===== src/rtl/fce_pkg.sv =====
package fce_pkg;
  localparam logic [7:0] CODE_SETUP   = 8'h30;
  localparam logic [7:0] CODE_CONFIRM = 8'hD0;
  localparam logic [7:0] CODE_CLEAR   = 8'h50;

  typedef enum logic [1:0] {
    W_IDLE  = 2'd0,
    W_CHECK = 2'd1,
    W_WAIT  = 2'd2
  } walk_st_t;

  // A block may be erased unless it is locked while protection is active.
  function automatic logic blk_erasable(input logic locked, input logic wp_high);
    return (!locked) || wp_high;
  endfunction

  // Status byte layout: 7 ready, 5 erase error, 4 sequence error, 3 supply error.
  function automatic logic [7:0] pack_status(input logic rdy, input logic e_erase,
                                             input logic e_seq, input logic e_vpp);
    return {rdy, 1'b0, e_erase, e_seq, e_vpp, 3'b000};
  endfunction
endpackage


===== src/rtl/fce_cmd_dec.sv =====
module fce_cmd_dec (
  input  logic       clk,
  input  logic       rst_n,
  input  logic       cmd_valid,
  input  logic [7:0] cmd_data,
  input  logic       busy,
  input  logic       vpp_ok,
  output logic       start_evt,
  output logic       seq_err_evt,
  output logic       vpp_err_evt,
  output logic       clear_evt
);
  import fce_pkg::*;

  logic armed;
  logic accept;
  logic is_confirm;

  always_comb begin
    accept      = cmd_valid && !busy;
    is_confirm  = (cmd_data == CODE_CONFIRM);
    start_evt   = accept && armed && is_confirm && vpp_ok;
    vpp_err_evt = accept && armed && is_confirm && !vpp_ok;
    seq_err_evt = accept && armed && !is_confirm;
    clear_evt   = accept && !armed && (cmd_data == CODE_CLEAR);
  end

  always_ff @(posedge clk or negedge rst_n) begin
    if (!rst_n) armed <= 1'b0;
    else if (accept) armed <= armed ? 1'b0 : (cmd_data == CODE_SETUP);
  end

  // a walk in progress never arms a new operation
  assert_no_arm_busy_R8: assert property (@(posedge clk) disable iff (!rst_n)
    busy |-> !armed);
endmodule


===== src/rtl/fce_walker.sv =====
module fce_walker #(
  parameter int NUM_BLK = 64,
  localparam int BW = $clog2(NUM_BLK)
) (
  input  logic               clk,
  input  logic               rst_n,
  input  logic               start_evt,
  input  logic               wp_n,
  input  logic [NUM_BLK-1:0] lock_bits,
  input  logic               eng_done,
  input  logic               eng_fail,
  output logic               eng_start,
  output logic [BW-1:0]      eng_blk,
  output logic               busy,
  output logic               fail_evt,
  output logic               done_evt
);
  import fce_pkg::*;

  localparam logic [BW-1:0] LAST = BW'(NUM_BLK - 1);

  walk_st_t      state;
  logic [BW-1:0] blk;
  logic          skip_now;
  logic          step_evt;

  always_comb begin
    skip_now  = !blk_erasable(lock_bits[blk], wp_n);
    eng_start = (state == W_CHECK) && !skip_now;
    eng_blk   = blk;
    step_evt  = ((state == W_CHECK) && skip_now) || ((state == W_WAIT) && eng_done);
    done_evt  = step_evt && (blk == LAST);
    fail_evt  = (state == W_WAIT) && eng_done && eng_fail;
    busy      = (state != W_IDLE);
  end

  always_ff @(posedge clk or negedge rst_n) begin
    if (!rst_n) begin
      state <= W_IDLE;
      blk   <= '0;
    end else begin
      unique case (state)
        W_IDLE: if (start_evt) begin
          state <= W_CHECK;
          blk   <= '0;
        end
        W_CHECK: begin
          if (!skip_now) state <= W_WAIT;
          else if (blk == LAST) state <= W_IDLE;
          else blk <= blk + 1'b1;
        end
        W_WAIT: if (eng_done) begin
          if (blk == LAST) state <= W_IDLE;
          else begin
            blk   <= blk + 1'b1;
            state <= W_CHECK;
          end
        end
        default: state <= W_IDLE;
      endcase
    end
  end

  // index only moves forward within one walk
  assert_ascending_R2: assert property (@(posedge clk) disable iff (!rst_n)
    (busy && $past(busy)) |-> (blk >= $past(blk)));
  // one block at a time, never two starts in a row
  assert_start_gap_R2: assert property (@(posedge clk) disable iff (!rst_n)
    eng_start |=> !eng_start);
  // the decoder never launches while a walk runs
  assert_no_start_busy_R8: assert property (@(posedge clk) disable iff (!rst_n)
    start_evt |-> (state == W_IDLE));
endmodule


===== src/rtl/fce_fail_map.sv =====
module fce_fail_map #(
  parameter int NUM_BLK = 64,
  localparam int BW = $clog2(NUM_BLK)
) (
  input  logic               clk,
  input  logic               rst_n,
  input  logic               clr,
  input  logic               set_evt,
  input  logic [BW-1:0]      set_idx,
  output logic [NUM_BLK-1:0] map
);
  for (genvar i = 0; i < NUM_BLK; i++) begin : g_bit
    always_ff @(posedge clk or negedge rst_n) begin
      if (!rst_n) map[i] <= 1'b0;
      else if (clr) map[i] <= 1'b0;
      else if (set_evt && (set_idx == BW'(i))) map[i] <= 1'b1;
    end
  end

  // a reported failure is recorded on the reported block
  assert_fail_recorded_R4: assert property (@(posedge clk) disable iff (!rst_n)
    (set_evt && !clr) |=> map[$past(set_idx)]);
endmodule


===== src/rtl/chip_erase_seq.sv =====
module chip_erase_seq #(
  parameter int NUM_BLK = 64,
  localparam int BW = $clog2(NUM_BLK)
) (
  input  logic               clk,
  input  logic               rst_n,
  input  logic               cmd_valid,
  input  logic [7:0]         cmd_data,
  input  logic               vpp_ok,
  input  logic               wp_n,
  input  logic [NUM_BLK-1:0] lock_bits,
  output logic               eng_start,
  output logic [BW-1:0]      eng_blk,
  input  logic               eng_done,
  input  logic               eng_fail,
  output logic [NUM_BLK-1:0] fail_map,
  output logic [7:0]         status,
  output logic               ready_out
);
  import fce_pkg::*;

  logic busy, start_evt, seq_err_evt, vpp_err_evt, clear_evt, fail_evt, done_evt;
  logic err_erase, err_seq, err_vpp;

  fce_cmd_dec u_dec (
    .clk(clk), .rst_n(rst_n), .cmd_valid(cmd_valid), .cmd_data(cmd_data),
    .busy(busy), .vpp_ok(vpp_ok), .start_evt(start_evt),
    .seq_err_evt(seq_err_evt), .vpp_err_evt(vpp_err_evt), .clear_evt(clear_evt)
  );

  fce_walker #(.NUM_BLK(NUM_BLK)) u_walk (
    .clk(clk), .rst_n(rst_n), .start_evt(start_evt), .wp_n(wp_n),
    .lock_bits(lock_bits), .eng_done(eng_done), .eng_fail(eng_fail),
    .eng_start(eng_start), .eng_blk(eng_blk), .busy(busy),
    .fail_evt(fail_evt), .done_evt(done_evt)
  );

  fce_fail_map #(.NUM_BLK(NUM_BLK)) u_map (
    .clk(clk), .rst_n(rst_n), .clr(start_evt), .set_evt(fail_evt),
    .set_idx(eng_blk), .map(fail_map)
  );

  always_ff @(posedge clk or negedge rst_n) begin
    if (!rst_n) begin
      err_erase <= 1'b0;
      err_seq   <= 1'b0;
      err_vpp   <= 1'b0;
    end else if (clear_evt) begin
      err_erase <= 1'b0;
      err_seq   <= 1'b0;
      err_vpp   <= 1'b0;
    end else begin
      if (seq_err_evt || vpp_err_evt || fail_evt) err_erase <= 1'b1;
      if (seq_err_evt) err_seq <= 1'b1;
      if (vpp_err_evt) err_vpp <= 1'b1;
    end
  end

  always_comb begin
    ready_out = !busy;
    status    = pack_status(!busy, err_erase, err_seq, err_vpp);
  end

  // a locked block is never started while protection is active
  assert_lock_honoured_R3: assert property (@(posedge clk) disable iff (!rst_n)
    (eng_start && !wp_n) |-> !lock_bits[eng_blk]);
  // ready only returns after the final block was handled
  assert_ready_after_last_R9: assert property (@(posedge clk) disable iff (!rst_n)
    $rose(ready_out) |-> $past(done_evt));
  // supply error never stands without the erase error bit
  assert_vpp_pair_R6: assert property (@(posedge clk) disable iff (!rst_n)
    status[3] |-> status[5]);
endmodule


===== config.mk =====
export PLATFORM = sky130hd
export DESIGN_NAME = chip_erase_seq
export DESIGN_NICKNAME = d
export VERILOG_FILES = /design/src/rtl/fce_pkg.sv /design/src/rtl/fce_cmd_dec.sv /design/src/rtl/fce_walker.sv /design/src/rtl/fce_fail_map.sv /design/src/rtl/chip_erase_seq.sv
export SDC_FILE = /design/constraint.sdc
export NUM_CORES = 1
export LEC_CHECK = 0
export BUFFER_PORTS_ARGS = -buffer_cell sky130_fd_sc_hd__buf_2
export CAP_MARGIN = 40
export CORE_AREA = 2 2 77 115
export DETAILED_ROUTE_END_ITERATION = 16
export DIE_AREA = 0 0 79 117
export HOLD_SLACK_MARGIN = 0.02
export PLACE_DENSITY = 0.91
export SKIP_LAST_GASP = 1
export SLEW_MARGIN = 0
export SYNTH_ARGS = -nofsm -noshare
export SYNTH_HDL_FRONTEND = slang
export SYNTH_SLANG_ARGS = --single-unit

===== constraint.sdc =====
create_clock -name clk -period 2.9 [get_ports clk]
set_input_delay 0.58 -clock clk [delete_from_list [all_inputs] [get_ports clk]]
set_output_delay 0.58 -clock clk [all_outputs]
set_load 0.03 [all_outputs]

==> impl_metrics.ini <==
[die]
ios = 159
dieHeight_um = 117
dieArea_mm2 = 0.00924
start_util_pct = 47.1
core.rowCount = 41
die_w_um = 79
core-area_mm2 = 0.00831

[cells_and_area]
post-route-util_pct = 60.6
syn_to_final_growth_pct = 28.6
diodes = 0
layout-drive-gt1-share_pct = 36.0
layout_common_cells = 153 x buf_2, 74 x dfrtp_1, 72 x nor2_1
nets = 641
stdcell_count = 663
fillCellCount = 711
final_area_mm2 = 0.00504
final_common_cell = buf_2

[cts]
cts.path.max_buffers = 2
worstSkewPairLatency_ns = 0.32
cts_sinks = 76
cts_tree = built
clk_pin_slew_ns = 0.05
clk_root_buffer_cell = clkbuf_16
cts_hold_buf = 0
htreeDepth = 3
numCtsBuffers = 9

[pwr]
p_leak_nw = 2.83
p_switching_mw = 1.70
sw_frac_of_total_pct = 40.9
powerDensity_mw_per_mm2 = 823
p_clk_share_pct = 22.8
p_comb_share_pct = 44.1
p_int_mw = 2.45
vdd_drop_max_mv = 0.572
seqPwrFrac_pct = 33.1
p_total_mw = 4.15

[placed_design]
place.gp.congestion = 0.908
io_buffers = 154
place_ws_ns = 0.230
hpwl_um = 8360
dp.cells = 647
place_area_mm2 = 0.00474

[global_route]
grt_util_all_layers_pct = 24.0
antenna_found_initial = 0
grt_max_degree = 65
grt_remaining_overflow = 0
grt_pass1_wl_um = 17100
first_global_vias = 3568

[detailed_routing]
drc_errors = 0
vias = 3554
wl_um = 11200
wire_per_inst_um = 16.9
first_pass_iters = 4
viasPerCell = 5.36
drt_iter0_markers = 215
ant_nets = 0

[timing]
worstMarginPinSlew_ns = 0.744
fin_crit_ns = 2.74
timing_hold_violations_final = 0
timing.final.ws_setup_ns = 0.163
holdWs_ns = 0.317
setup_viol = 0
fin_tns_setup_ns = 0
fin_skew_ns = 0.00539
fmax_mhz = 365
finalMaxSlewViolations = 0
rsz0062_at_grt = no
fin_crit_sh_pct = 94.4
slew-limit-headroom_pct = 50.4

[critical_path]
crit_type = register to primary output
worst-r2r-setup-slack_ns = 0.60
cp-start-kind = register
required_ns = 2.32
path_max_fanout = 16
crit_path_end_kind = primary output
cp.arrival_ns = 2.16

[synth]
syn_area_per_cell_um2 = 9.63
synth_edf_count = 0
yosys_warnings = 0
synthCells = 407
synth_cell_types = 45
async_reset_ff_share_pct = 100
yosysSeqAreaShare_pct = 48.5
syn_area_mm2 = 0.00392
ys_seq_elements = 76
ys.flop_type = dfrtp_1

[flow_run]
maxCapViolations = 0

[worst_hold_path]
holdCritPathClass = input pin to async pin

[run_status]
status = complete, no violations
per-layer routing:
layer	track usage [%]	share of wire [%]	vias up
li1	-	-	1691
met1	26.3	38	1687
met2	43.4	52	153
met3	5.60	7.0	23
met4	12.1	2.7	0
met5	0	0	-
final timing paths:
path | startpoint | endpoint | cells after the start
max in group asynchronous | rst_n | u_map.map[8] | 2
min in group clk | err_seq | err_seq | 2
worst max register to register | u_walk.state[1] | u_walk.eng_blk[3] | 9
worst min-delay path | rst_n | u_map.map[44] | 1
worst min register to register | err_seq | err_seq | 2
worst max-delay path | u_walk.eng_blk[2] | eng_start | 8
repair_timing:
action                     in CTS  in global routing
setup endpoints to repair       1                  1
setup buffers                   0                  3
pin swaps                       0                  1
resized for setup               3                  4
state kept, by name, indices dropped and copies added (netlist names):
signal,count
u_walk.state,2
u_dec.armed,1
u_walk.eng_blk,6
u_map.map,64
err_vpp,1
err_erase,1
err_seq,1
power by group through the flow:
stage	Sequential (mW)	Clock (mW)	Combinational, mW
finish	1.37	0.947	1.83
global route	1.40	1.02	1.97
CTS	1.38	0.972	1.75
detailed placement	1.39	0	1.74
global placement	1.38	0	1.70
floorplan	1.52	0	1.22
logic make-up (layout without fill, tap and decap cells):
family | after synthesis | count (layout) | synth area share [%]
AO/OA/AOI/OAI | 103 | 103 | 15.9
adder cells (fa/ha/maj) | 8 | 8 | 2.56
buffers and inverters | 41 | 187 | 6.39
flip-flops | 76 | 76 | 48.5
multiplexers | 35 | 35 | 8.97
other | 1 | 4 | 0.0957
AND/OR/NAND/NOR | 143 | 143 | 17.5
area by class of cell:
| type | count | area, um2 | share of cell area, % |
|---|---|---|---|
| multi-input cells | 293 | 1820 | 36.0 |
| well taps | 107 | 134 | 2.66 |
| repair buffers | 165 | 906 | 18.0 |
| inverters | 9 | 33.8 | 0.670 |
| flip-flops and latches | 76 | 1900 | 37.8 |
| clock buffers | 10 | 229 | 4.54 |
| clock inverters | 3 | 17.5 | 0.348 |
critical path, stage by stage (launching register included):
cell,delay [ns]
dfrtp_2,0.51
and2_2,0.31
a22oi_1,0.19
nand4_1,0.14
nand2_1,0.12
nor2_1,0.08
o211ai_4,0.24
inv_1,0.07
buf_2,0.18
Yosys cell counts (all sizes together), types with 6 or more instances:
master / n / area, um2
dfrtp: 76 / 1900
buf: 19 / 158
mux2i: 34 / 340
and2: 13 / 81.3
nand3: 7 / 40.0
o21ai: 7 / 38.8
nand2: 15 / 63.8
a22oi: 16 / 120
a21oi: 67 / 347
nor3: 6 / 30.0
clkbuf: 12 / 47.6
and3: 10 / 67.6
nor2: 74 / 280
ha: 8 / 100
inv: 9 / 33.8
Power figures use the tool's default switching activity.
